$ cat config.mk
export PLATFORM = sky130hd
export DESIGN_NAME = raster_timer
export DESIGN_NICKNAME = d
export VERILOG_FILES = /design/src/rtl/raster_pkg.sv /design/src/rtl/raster_dot_gen.sv /design/src/rtl/raster_line_gen.sv /design/src/rtl/raster_irq_gen.sv /design/src/rtl/raster_timer.sv
export SDC_FILE = /design/constraint.sdc
export NUM_CORES = 1
export LEC_CHECK = 0
export BUFFER_PORTS_ARGS = -buffer_cell sky130_fd_sc_hd__buf_2
export CORE_MARGIN = 2
export CORE_UTILIZATION = 59
export CTS_CLUSTER_DIAMETER = 200
export CTS_CLUSTER_SIZE = 20
export DETAILED_ROUTE_END_ITERATION = 10
export GPL_ROUTABILITY_DRIVEN = 0
export PLACE_DENSITY = 0.81
export SLEW_MARGIN = 20
export SYNTH_ARGS = -nofsm -noshare
export SYNTH_HDL_FRONTEND = slang
export SYNTH_SLANG_ARGS = --single-unit
$ cat constraint.sdc
create_clock -name clk -period 5.32 [get_ports clk]
set_clock_uncertainty 0.2 [all_clocks]
set_input_delay 1.064 -clock clk [delete_from_list [all_inputs] [get_ports clk]]
set_output_delay 1.064 -clock clk [all_outputs]
set_load 0.01 [all_outputs]
$ cat src/rtl/raster_pkg.sv
package raster_pkg;

  // Horizontal blanking occupies the leading dots of a line.
  function automatic logic dot_in_hblank(int unsigned dot, int unsigned hb_dots);
    return dot < hb_dots;
  endfunction

  // Vertical blanking occupies the lines after the visible ones.
  function automatic logic line_in_vblank(int unsigned line, int unsigned vis_lines);
    return line >= vis_lines;
  endfunction

  // Width of a counter that must hold values 0..n-1 (at least one bit).
  function automatic int unsigned cnt_width(int unsigned n);
    return (n > 2) ? $clog2(n) : 1;
  endfunction

endpackage

$ cat src/rtl/raster_dot_gen.sv
module raster_dot_gen
  import raster_pkg::*;
#(
  parameter int CLK_PER_DOT   = 10,
  parameter int DOTS_PER_LINE = 342,
  parameter int HBLANK_DOTS   = 86,
  parameter int DOT_W         = cnt_width(DOTS_PER_LINE)
) (
  input  logic             clk,
  input  logic             rst_n,
  output logic [DOT_W-1:0] dot_o,
  output logic             tick_o,
  output logic             line_end_o,
  output logic             hb_end_o
);
  localparam logic [DOT_W-1:0] DOT_LAST = DOT_W'(DOTS_PER_LINE - 1);
  localparam logic [DOT_W-1:0] HB_LAST  = DOT_W'(HBLANK_DOTS - 1);

  logic [DOT_W-1:0] dot_q;

  generate
    if (CLK_PER_DOT == 1) begin : g_no_div
      assign tick_o = 1'b1;
    end else begin : g_div
      localparam int PRE_W = cnt_width(CLK_PER_DOT);
      localparam logic [PRE_W-1:0] PRE_LAST = PRE_W'(CLK_PER_DOT - 1);
      logic [PRE_W-1:0] pre_q;
      always_ff @(posedge clk or negedge rst_n) begin
        if (!rst_n)                pre_q <= '0;
        else if (pre_q == PRE_LAST) pre_q <= '0;
        else                       pre_q <= pre_q + PRE_W'(1);
      end
      assign tick_o = (pre_q == PRE_LAST);
    end
  endgenerate

  assign line_end_o = tick_o && (dot_q == DOT_LAST);
  assign hb_end_o   = tick_o && (dot_q == HB_LAST);

  always_ff @(posedge clk or negedge rst_n) begin
    if (!rst_n)          dot_q <= '0;
    else if (line_end_o) dot_q <= '0;
    else if (tick_o)     dot_q <= dot_q + DOT_W'(1);
  end

  assign dot_o = dot_q;

  a_r1_dot_step: assert property (@(posedge clk) disable iff (!rst_n)
    (tick_o && !line_end_o) |=> dot_q == $past(dot_q) + DOT_W'(1));
  a_r1_dot_hold: assert property (@(posedge clk) disable iff (!rst_n)
    !tick_o |=> $stable(dot_q));
  a_r1_dot_wrap: assert property (@(posedge clk) disable iff (!rst_n)
    line_end_o |=> dot_q == '0);
endmodule

$ cat src/rtl/raster_line_gen.sv
module raster_line_gen
  import raster_pkg::*;
#(
  parameter int VISIBLE_LINES = 224,
  parameter int TOTAL_LINES   = 262,
  parameter int LINE_W        = cnt_width(TOTAL_LINES)
) (
  input  logic              clk,
  input  logic              rst_n,
  input  logic              line_end_i,
  output logic [LINE_W-1:0] line_o,
  output logic              vblank_o
);
  localparam logic [LINE_W-1:0] LINE_LAST = LINE_W'(TOTAL_LINES - 1);

  logic [LINE_W-1:0] line_q;

  always_ff @(posedge clk or negedge rst_n) begin
    if (!rst_n) line_q <= '0;
    else if (line_end_i) begin
      if (line_q == LINE_LAST) line_q <= '0;
      else                     line_q <= line_q + LINE_W'(1);
    end
  end

  assign line_o   = line_q;
  assign vblank_o = line_in_vblank(32'(line_q), VISIBLE_LINES);

  a_r2_line_hold: assert property (@(posedge clk) disable iff (!rst_n)
    !line_end_i |=> $stable(line_q));
  a_r2_line_step: assert property (@(posedge clk) disable iff (!rst_n)
    (line_end_i && line_q != LINE_LAST) |=> line_q == $past(line_q) + LINE_W'(1));
  a_r2_line_wrap: assert property (@(posedge clk) disable iff (!rst_n)
    (line_end_i && line_q == LINE_LAST) |=> line_q == '0);
endmodule

$ cat src/rtl/raster_irq_gen.sv
module raster_irq_gen #(
  parameter int IRQ_W = 8
) (
  input  logic             clk,
  input  logic             rst_n,
  input  logic             line_end_i,
  input  logic             in_visible_i,
  input  logic [IRQ_W-1:0] interval_i,
  output logic             irq_o
);
  logic [IRQ_W-1:0] cnt_q;
  logic             irq_q;
  logic             underflow;

  assign underflow = (cnt_q == '0);

  always_ff @(posedge clk or negedge rst_n) begin
    if (!rst_n) begin
      cnt_q <= '0;
      irq_q <= 1'b0;
    end else begin
      irq_q <= 1'b0;
      if (line_end_i) begin
        if (!in_visible_i) begin
          cnt_q <= interval_i;
        end else if (underflow) begin
          irq_q <= 1'b1;
          cnt_q <= interval_i;
        end else begin
          cnt_q <= cnt_q - IRQ_W'(1);
        end
      end
    end
  end

  assign irq_o = irq_q;

  a_r9_single_pulse: assert property (@(posedge clk) disable iff (!rst_n)
    irq_q |=> !irq_q);
  a_r9_pulse_needs_line_end: assert property (@(posedge clk) disable iff (!rst_n)
    !line_end_i |=> !irq_q);
  a_r10_vblank_reload: assert property (@(posedge clk) disable iff (!rst_n)
    (line_end_i && !in_visible_i) |=> (!irq_q && cnt_q == $past(interval_i)));
endmodule

$ cat src/rtl/raster_timer.sv
module raster_timer
  import raster_pkg::*;
#(
  parameter int CLK_PER_DOT   = 10,
  parameter int DOTS_PER_LINE = 342,
  parameter int HBLANK_DOTS   = 86,
  parameter int VISIBLE_LINES = 224,
  parameter int TOTAL_LINES   = 262,
  parameter int IRQ_W         = 8,
  parameter int DOT_W         = cnt_width(DOTS_PER_LINE),
  parameter int LINE_W        = cnt_width(TOTAL_LINES)
) (
  input  logic              clk,
  input  logic              rst_n,
  input  logic              disp_en_i,
  input  logic [IRQ_W-1:0]  irq_interval_i,
  output logic [DOT_W-1:0]  dot_o,
  output logic [LINE_W-1:0] line_o,
  output logic              hblank_o,
  output logic              vblank_o,
  output logic              active_o,
  output logic              line_irq_o
);
  localparam logic [LINE_W-1:0] VIS_L = LINE_W'(VISIBLE_LINES);

  logic tick, line_end, hb_end;
  logic den_q;

  raster_dot_gen #(
    .CLK_PER_DOT(CLK_PER_DOT), .DOTS_PER_LINE(DOTS_PER_LINE),
    .HBLANK_DOTS(HBLANK_DOTS), .DOT_W(DOT_W)
  ) u_dot (
    .clk(clk), .rst_n(rst_n), .dot_o(dot_o), .tick_o(tick),
    .line_end_o(line_end), .hb_end_o(hb_end)
  );

  raster_line_gen #(
    .VISIBLE_LINES(VISIBLE_LINES), .TOTAL_LINES(TOTAL_LINES), .LINE_W(LINE_W)
  ) u_line (
    .clk(clk), .rst_n(rst_n), .line_end_i(line_end),
    .line_o(line_o), .vblank_o(vblank_o)
  );

  raster_irq_gen #(.IRQ_W(IRQ_W)) u_irq (
    .clk(clk), .rst_n(rst_n), .line_end_i(line_end),
    .in_visible_i(!vblank_o), .interval_i(irq_interval_i), .irq_o(line_irq_o)
  );

  // Enable is taken once per line, as the blanking dots run out.
  always_ff @(posedge clk or negedge rst_n) begin
    if (!rst_n)      den_q <= 1'b0;
    else if (hb_end) den_q <= disp_en_i;
  end

  assign hblank_o = dot_in_hblank(32'(dot_o), HBLANK_DOTS);
  assign active_o = !hblank_o && !vblank_o && den_q;

  a_r5_enable_held: assert property (@(posedge clk) disable iff (!rst_n)
    !hb_end |=> $stable(den_q));
  a_r6_enable_taken: assert property (@(posedge clk) disable iff (!rst_n)
    hb_end |=> den_q == $past(disp_en_i));
  a_r7_active_gated: assert property (@(posedge clk) disable iff (!rst_n)
    active_o |-> (!hblank_o && !vblank_o));
  a_r9_irq_at_line_start: assert property (@(posedge clk) disable iff (!rst_n)
    line_irq_o |-> (dot_o == '0 && hblank_o));
  a_r10_irq_after_visible: assert property (@(posedge clk) disable iff (!rst_n)
    line_irq_o |-> (line_o != '0 && line_o <= VIS_L));
  a_r3_hblank_first_tick: assert property (@(posedge clk) disable iff (!rst_n)
    line_end |=> hblank_o);
  a_r8_free_run: assert property (@(posedge clk) disable iff (!rst_n)
    tick |=> !$stable(dot_o));
endmodule

# After elaboration in Yosys (flattened, before gate mapping)
# Cells that the tools add are included.
# W data, S select, Z words.
dict set report word_totals {
  register_bits 32
  latch_bits 0
  mem_bits_rw 0
  romBits 0
  inputBits 11
  out_inout_bits 22
  elab_cells 33
  mem_count 0
}
dict set report op_classes {
  n_addsub 4
  n_mul 0
  n_div 0
  magnitude_cmp 2
  eq_ne 4
  shifts 0
  mux 9
  bitwise 0
  n_reduce_logical 8
}
# operator count
set op_table {}
lappend op_table {{$mux W9} 3}
lappend op_table {{$add A9 B1 Y9 const B} 2}
lappend op_table {{$eq A9 B9 Y1 const B} 2}
lappend op_table {{$mux W8} 2}
lappend op_table {{$eq A9 B7 Y1 const B} 1}
lappend op_table {{$ge A9 B8 Y1 const B} 1}
lappend op_table {{$lt A9 B7 Y1 const B} 1}
lappend op_table {{$logic_not A8 Y1} 1}
lappend op_table {{$sub A8 B1 Y8 const B} 1}
lappend op_table {{$add A4 B1 Y4 const B} 1}
lappend op_table {{$eq A4 B4 Y1 const B} 1}
lappend op_table {{$logic_and A1 B1 Y1} 4}
lappend op_table {{$mux W4} 1}
lappend op_table {{$mux W1} 3}
lappend op_table {{$logic_not A1 Y1} 2}
lappend op_table {{$reduce_bool A2 Y1} 1}

# Longest topological paths before layout
# Gate-level depths: netlist (run 1).
dict set report depth {
  ltp_word 4
  depth_mapped 7
  mapped_depth_nobuf 6
}

# By module
# A second synthesis (run 1) with hierarchy kept.
dict set report unflattened {
  cells_unflattened 192
  area_unflattened_um2 1888.1
}
# module instances cells_per_inst area_each_um2
set modules_own_cells {}
lappend modules_own_cells {raster_dot_gen 1 72 715.7}
lappend modules_own_cells {raster_irq_gen 1 65 600.6}
lappend modules_own_cells {raster_line_gen 1 48 495.5}
lappend modules_own_cells {raster_timer 1 7 76.3}

# Least setup slack after synthesis (run 1)
# OpenSTA, ideal clock, no wires.
dict set report synth_timing {
  path_type {reg-to-output}
  start {register u_dot.dot_q[2], in the netlist u_dot.dot_o[2]}
  end {output active_o}
  arrival_ns 1.269
  setup_slack_ns 2.787
  path_stages_with_launch 6
  n_path_buf 1
  path_cell_list {dfrtp_1 buf_2 a21o_1 a21oi_1 nor2b_1 o311a_2}
}
dict set report synth_via {
  elab_chain_len 4
}
# item line
set synth_lines {}
lappend synth_lines {{from (decl)} raster_dot_gen.sv:19} ;# logic [DOT_W-1:0] dot_q;
lappend synth_lines {{from (signal assigned)} raster_dot_gen.sv:43} ;# else if (tick_o) dot_q <= dot_q + DOT_W'(1);
lappend synth_lines {{$lt A9 B7 Y1} raster_pkg.sv:5} ;# return dot < hb_dots;
lappend synth_lines {{$logic_not A1 Y1} raster_timer.sv:56} ;# assign active_o = !hblank_o && !vblank_o && den_q;
lappend synth_lines {{$logic_and A1 B1 Y1 (2 in series)} raster_timer.sv:56}
lappend synth_lines {{to (decl)} raster_timer.sv:21} ;# output logic active_o,
# Every way passes these cells.

# Worst setup path after layout (run 1)
# Same ends and word-level chain as after synthesis.

==> results of run 1 <==
## cell type report
cell class | count | share of cell area
Sequential cell | 32 | 0.389
Multi-Input combinational cell | 134 | 0.453
Timing Repair Buffer | 32 | 0.0778
Inverter | 15 | 0.0286
Clock buffer | 7 | 0.0316
Tap cell | 33 | 0.0200
## cells in the mapped netlist (2+ instances only)
| library cell | n | share of area |
|---|---|---|
| a2bb2oi_1 | 3 | 0.014 |
| nand4_1 | 9 | 0.031 |
| nand2_1 | 21 | 0.043 |
| a21oi_1 | 8 | 0.022 |
| nor3_1 | 6 | 0.016 |
| nand3_1 | 8 | 0.022 |
| and4bb_1 | 2 | 0.014 |
| nor2b_1 | 3 | 0.010 |
| xor2_1 | 6 | 0.029 |
| mux2i_1 | 6 | 0.033 |
| buf_2 | 4 | 0.011 |
| a31oi_4 | 2 | 0.023 |
| dfrtp_1 | 32 | 0.44 |
| and4_1 | 3 | 0.014 |
| inv_1 | 14 | 0.029 |
| nor2_1 | 7 | 0.014 |
| o21ai_0 | 15 | 0.041 |
| xnor2_1 | 5 | 0.024 |
| ha_1 | 7 | 0.048 |
| a22oi_1 | 3 | 0.012 |
## metrics by stage
stage               setup WS (ns)  hold WS (ns)  instance area (µm²)   util  total power [µW]
finish                       2.34         0.318                 2060  0.686               406
global route                 2.22         0.345                 2060  0.686               422
CTS                          2.34         0.320                 2060  0.686               411
detailed placement           2.72         0.301                 1990  0.664               257
global placement             2.73         0.295                 1990  0.664               256
floorplan                    2.79         0.273                 1820      -               248
## flip-flops by register name (all words and copies together) (netlist names)
signal and count:
u_line.line_o 9, u_dot.dot_o 9, u_irq.irq_o 1, den_q 1
u_dot.g_div.pre_q 4, u_irq.cnt_q 8
## placed cells by master, fill, tap and decap left out, drive strengths merged, types with 3 or more instances in the layout
master	count
dfrtp	32
buf	32
nand2	21
o21ai	15
inv	15
nand4	10
a21oi	8
nand3	8
nor2	7
ha	7
clkbuf	7
mux2i	6
nor3	6
xor2	6
xnor2	5
nor2b	3
and4	3
a2bb2oi	3
a22oi	3
## worst reg2reg max path, cell delays in order, from the launching register on
cell      delay, ns
dfrtp_1        0.42
and4bb_1       0.56
and4_1         0.73
nand4_1        0.21
mux2_1         0.35
## report_power, final
part	leakage, µW	internal (µW)	switching, µW	total [µW]
sequential	0.000407	243	0	243
combinational	0.000557	2.69	5.61	8.30
clock	0.0000374	74.8	79.9	155
## worst max-delay path by stage
stage,slack (ns),depth (start not counted),endpoint,start
2_1_floorplan,2.79,5,active_o,u_dot.dot_o[2]$_DFFE_PN0P_
3_3_place_gp,2.73,5,active_o,u_dot.dot_o[2]$_DFFE_PN0P_
3_5_place_dp,2.72,5,active_o,u_dot.dot_o[2]$_DFFE_PN0P_
4_1_cts,2.34,5,active_o,u_dot.dot_o[2]$_DFFE_PN0P_
5_1_grt,2.22,5,active_o,u_dot.dot_o[2]$_DFFE_PN0P_
6_report,2.34,5,active_o,u_dot.dot_o[2]$_DFFE_PN0P_
## routing by layer
metal  global-route usage  vias to the layer above  wire (µm)
met5                    0                        -          0
met1                0.274                      726       1540
met4               0.0857                        0         56
met3               0.0808                        7        156
li1                     -                      730          -
met2                0.397                       31       1960
## logic make-up (layout without fill, tap and decap cells)
logic type | after synthesis | after routing | synth area share
AO/OA/AOI/OAI | 40 | 40 | 0.153
multiplexers | 7 | 7 | 0.0392
buffers and inverters | 20 | 54 | 0.0474
AND/OR/NAND/NOR | 69 | 69 | 0.219
adder cells (fa/ha/maj) | 7 | 7 | 0.0481
XOR/XNOR | 11 | 11 | 0.0529
flip-flops | 32 | 32 | 0.440
==> results.py, run 1 <==
metrics = {
    "global_route": {
        "grt_pass1_vias": 1380,
        "grt_pass1_wl_um": 6090,
        "antenna_found_initial": 0,
        "groute.usage.overall": 0.234,
        "grt_overflow": 0,
        "grt_start_max_net_pins": 33,
    },
    "yosys": {
        "syn_nets": 204,
        "ys_seq_area_frac": 0.440,
        "netlist_area_mm2": 0.00182,
        "synth-main-ff-cell": "dfrtp_1",
        "synth_area_per_cell_um2": 9.79,
        "ys_ff_latch": 32,
        "yosys_warnings": 0,
        "synthCells": 186,
        "synth.distinct_cells": 42,
        "synth-edff-count": 0,
        "async_reset_ff_frac": 1.00,
    },
    "layout": {
        "layout.area.seq_um2": 801,
        "final_nets": 238,
        "drive_gt1_frac": 0.218,
        "n_fill_cell": 244,
        "multi_input_area_um2": 933,
        "final_cells": 253,
        "diodes": 0,
        "area_growth_pct": 13.1,
    },
    "detailed_routing": {
        "wl_per_cell_um": 14.7,
        "drc": 0,
        "viasPerCell": 5.91,
        "firstDrtPassIters": 4,
        "ant_nets": 0,
        "finalWirelength_um": 3720,
        "vias": 1494,
        "drt-initial-drc-count": 115,
    },
    "critical_path": {
        "reg2reg_to": "u_line.line_o[3]$_DFFE_PN0P_",
        "worst_path_max_delay_cell": "dfrtp_1",
        "cp-start-kind": "flip-flop",
        "rr_worst_depth": 4,
        "crit_fanout": 10,
        "criticalPathCategory": "flip-flop to output pin",
        "r2r_start": "u_dot.g_div.pre_q[2]$_DFF_PN0_",
        "worstSetupEndpointType": "output pin",
        "crit_family": "compound AO/OA/AOI/OAI gates",
        "worst-path-buf-inv": 1,
        "path_cells": "a21o_1 -> a21oi_1 -> nor2b_1 -> o311a_2 -> buf_2",
        "cp_data_arrival_time_ns": 1.72,
        "cp.required_ns": 4.06,
        "rrSetupSlack_ns": 2.74,
        "max_stage_delay_ns": 0.49,
    },
    "sta": {
        "finalSetupTns_ns": 0,
        "max_slew_margin": 0.540,
        "slew_violations": 0,
        "period_share": 0.561,
        "rsz0062_at_grt": "false",
        "hold_viol": 0,
        "worst_slew_pin_slew_ns": 0.689,
        "clock.fmax_ghz": 0.335,
        "fin_crit_ns": 2.98,
        "setup_viol": 0,
    },
    "hold_path": {
        "worst_hold_startpoint": "u_dot.g_div.pre_q[2]$_DFF_PN0_",
        "whs_endpoint": "u_dot.g_div.pre_q[2]$_DFF_PN0_",
        "hold_depth": 1,
        "hold_path.class": "flip-flop to flip-flop",
    },
    "floorplan": {
        "core_mm2": 0.00300,
        "die_h_um": 59.6,
        "die_w_um": 59.6,
        "rows": 20,
        "ios": 33,
        "start_util": 0.606,
        "die-area_mm2": 0.00355,
    },
    "clocking": {
        "cts_root_buf": "clkbuf_4",
        "cts_tree": "done",
        "clockBufferDepth": 2,
        "postCtsHoldBufs": 0,
        "path_clk_slew_ns": 0.09,
        "cts_buffers": 5,
        "h-tree-depth": 2,
        "insertion_delay_ns": 0.34,
        "cts_setup_buffers": 0,
        "cts.sinks": 32,
        "cts_resized": 0,
    },
    "power": {
        "leakage_uw": 0.00100,
        "powerDensity_mw_per_mm2": 197,
        "worst_ir_drop_vdd_mv": 0.123,
    },
    "placement": {
        "hpwl_um": 2710,
        "io_buffers": 32,
        "dp_cells": 246,
    },
    "job": {
        "maxCapViolCount": 0,
    },
    "outcome": {
        "status": "completed",
    },
}
Note: power is estimated with default switching activity, not from simulation.
==> run 2, diff against run 1 <==
--- a/config.mk
+++ b/config.mk
@@ -7,12 +7,12 @@
 export LEC_CHECK = 0
 export BUFFER_PORTS_ARGS = -buffer_cell sky130_fd_sc_hd__buf_2
 export CORE_MARGIN = 2
-export CORE_UTILIZATION = 59
+export CORE_UTILIZATION = 55
 export CTS_CLUSTER_DIAMETER = 200
 export CTS_CLUSTER_SIZE = 20
 export DETAILED_ROUTE_END_ITERATION = 10
 export GPL_ROUTABILITY_DRIVEN = 0
-export PLACE_DENSITY = 0.81
+export PLACE_DENSITY = 0.76
 export SLEW_MARGIN = 20
 export SYNTH_ARGS = -nofsm -noshare
 export SYNTH_HDL_FRONTEND = slang
==> constraint.sdc (replaced) <==
create_clock -name clk -period 2.9 [get_ports clk]
set_clock_uncertainty 0.2 [all_clocks]
set_input_delay 0.58 -clock clk [delete_from_list [all_inputs] [get_ports clk]]
set_output_delay 0.58 -clock clk [all_outputs]
set_load 0.01 [all_outputs]
==> run 2 against run 1 <==
Effect of this change:
- register-to-register slack got worse by 2.1 ns
- clock power rose by 75%
- highest routed layer unchanged
- sequential power rose by 84%
==> results.py, run 2 (same netlist as run 1, synthesis figures left out) <==
metrics = {
    "outcome": {
        "status": "completed",
    },
    "clocking": {
        "cts_resized": 0,
        "cts_buffers": 5,
        "h-tree-depth": 2,
        "cts_setup_buffers": 0,
        "cts_tree": "done",
        "insertion_delay_ns": 0.34,
        "cts_root_buf": "clkbuf_4",
        "cts.sinks": 32,
        "postCtsHoldBufs": 0,
        "path_clk_slew_ns": 0.11,
        "clockBufferDepth": 2,
    },
    "power": {
        "p_sw_frac": 0.228,
        "clkPwrFrac": 0.371,
        "powerDensity_mw_per_mm2": 353,
        "p_comb_frac": 0.021,
        "leakage_uw": 0.00101,
        "p_total_uw": 733,
        "worst_ir_drop_vdd_mv": 0.325,
        "p_seq_frac": 0.608,
        "switchingPower_uw": 167,
        "p_int_uw": 566,
    },
    "detailed_routing": {
        "drt-initial-drc-count": 79,
        "wl_per_cell_um": 14.6,
        "vias": 1513,
        "finalWirelength_um": 3900,
        "firstDrtPassIters": 4,
        "viasPerCell": 5.69,
        "drc": 0,
        "ant_nets": 0,
    },
    "floorplan": {
        "start_util": 0.587,
        "core_mm2": 0.00310,
        "die_w_um": 61.5,
        "ios": 33,
        "rows": 20,
        "die-area_mm2": 0.00379,
        "die_h_um": 61.5,
    },
    "global_route": {
        "grt_pass1_wl_um": 6420,
        "groute.usage.overall": 0.235,
        "grt_pass1_vias": 1417,
        "grt_overflow": 0,
        "antenna_found_initial": 0,
        "grt_start_max_net_pins": 33,
    },
    "hold_path": {
        "hold_path.class": "input pin to asynchronous set/reset pin",
    },
    "critical_path": {
        "path_cells": "a21o_1 -> a21oi_1 -> nor2b_1 -> o311a_2 -> buf_2",
        "worstSetupEndpointType": "output pin",
        "cp-start-kind": "flip-flop",
        "crit_family": "compound AO/OA/AOI/OAI gates",
        "crit_fanout": 10,
        "max_stage_delay_ns": 0.50,
        "cp_data_arrival_time_ns": 1.73,
        "worst_path_max_delay_cell": "dfrtp_1",
        "cp.required_ns": 2.12,
        "criticalPathCategory": "flip-flop to output pin",
        "worst-path-buf-inv": 1,
    },
    "layout": {
        "area_growth_pct": 14.1,
        "diodes": 0,
        "final_cell_mix": "32 x dfrtp_1, 32 x buf_2, 21 x nand2_1",
        "final_nets": 239,
        "n_fill_cell": 272,
        "final_cells": 266,
        "drive_gt1_frac": 0.225,
    },
    "placement": {
        "place_ws_ns": 0.669,
        "dp_cells": 258,
        "hpwl_um": 2820,
        "io_buffers": 32,
    },
    "sta": {
        "worst_slew_pin_slew_ns": 0.694,
        "period_share": 0.865,
        "setup_slack_ns": 0.390,
        "rsz0062_at_grt": "false",
        "setup_viol": 0,
        "max_slew_margin": 0.538,
        "clock.fmax_ghz": 0.398,
        "fin_crit_ns": 2.51,
        "hold_viol": 0,
        "slew_violations": 0,
        "hold_ws_ns": 0.0630,
        "finalSetupTns_ns": 0,
    },
    "job": {
        "maxCapViolCount": 0,
    },
}
## run 2: worst paths after layout
check | start | end | slack (ns) | cells past startpoint
setup reg to reg | u_dot.g_div.pre_q[2]$_DFF_PN0_ | u_line.line_o[7]$_DFFE_PN0P_ | 0.65 | 4
hold reg to reg | u_dot.g_div.pre_q[2]$_DFF_PN0_ | u_dot.g_div.pre_q[2]$_DFF_PN0_ | 0.33 | 1
hold / removal | rst_n | u_line.line_o[4]$_DFFE_PN0P_ | 0.06 | 1
setup / recovery | u_dot.dot_o[2]$_DFFE_PN0P_ | active_o | 0.39 | 5
min in group clk | disp_en_i | den_q$_DFFE_PN0P_ | 0.29 | 3
max in group asynchronous | rst_n | u_irq.cnt_q[5]$_DFFE_PN0P_ | 1.98 | 1
## run 2: layer usage
layer	track usage	wire [µm]	vias up
li1	-	-	737
met1	0.299	1760	730
met2	0.382	1890	39
met3	0.0588	191	7
met4	0.0942	57	0
met5	0	0	-
## run 2: cell type report
class	instances	area, µm²	area share
Clock buffer	6	51.3	0.0247
Clock inverter	2	10.0	0.00482
Inverter	15	58.8	0.0283
Multi-Input combinational cell	134	933	0.449
Sequential cell	32	801	0.386
Tap cell	44	55.1	0.0265
Timing Repair Buffer	33	168	0.0807
## run 2: power by group through the flow
stage               Sequential [µW]  Clock (µW)  Combinational (µW)
detailed placement              455           0                16.1
floorplan                       455           0               0.426
finish                          446         272                15.1
global placement                455           0                15.6
CTS                             446         278                15.9
global route                    446         301                17.5
## run 2: through the flow
step                      instance area [µm²]   util
final                                    2080  0.669
after global routing                     2080  0.669
after global placement                   2020  0.650
after floorplan                          1820      -
after CTS                                2080  0.669
after detailed placement                 2020  0.650
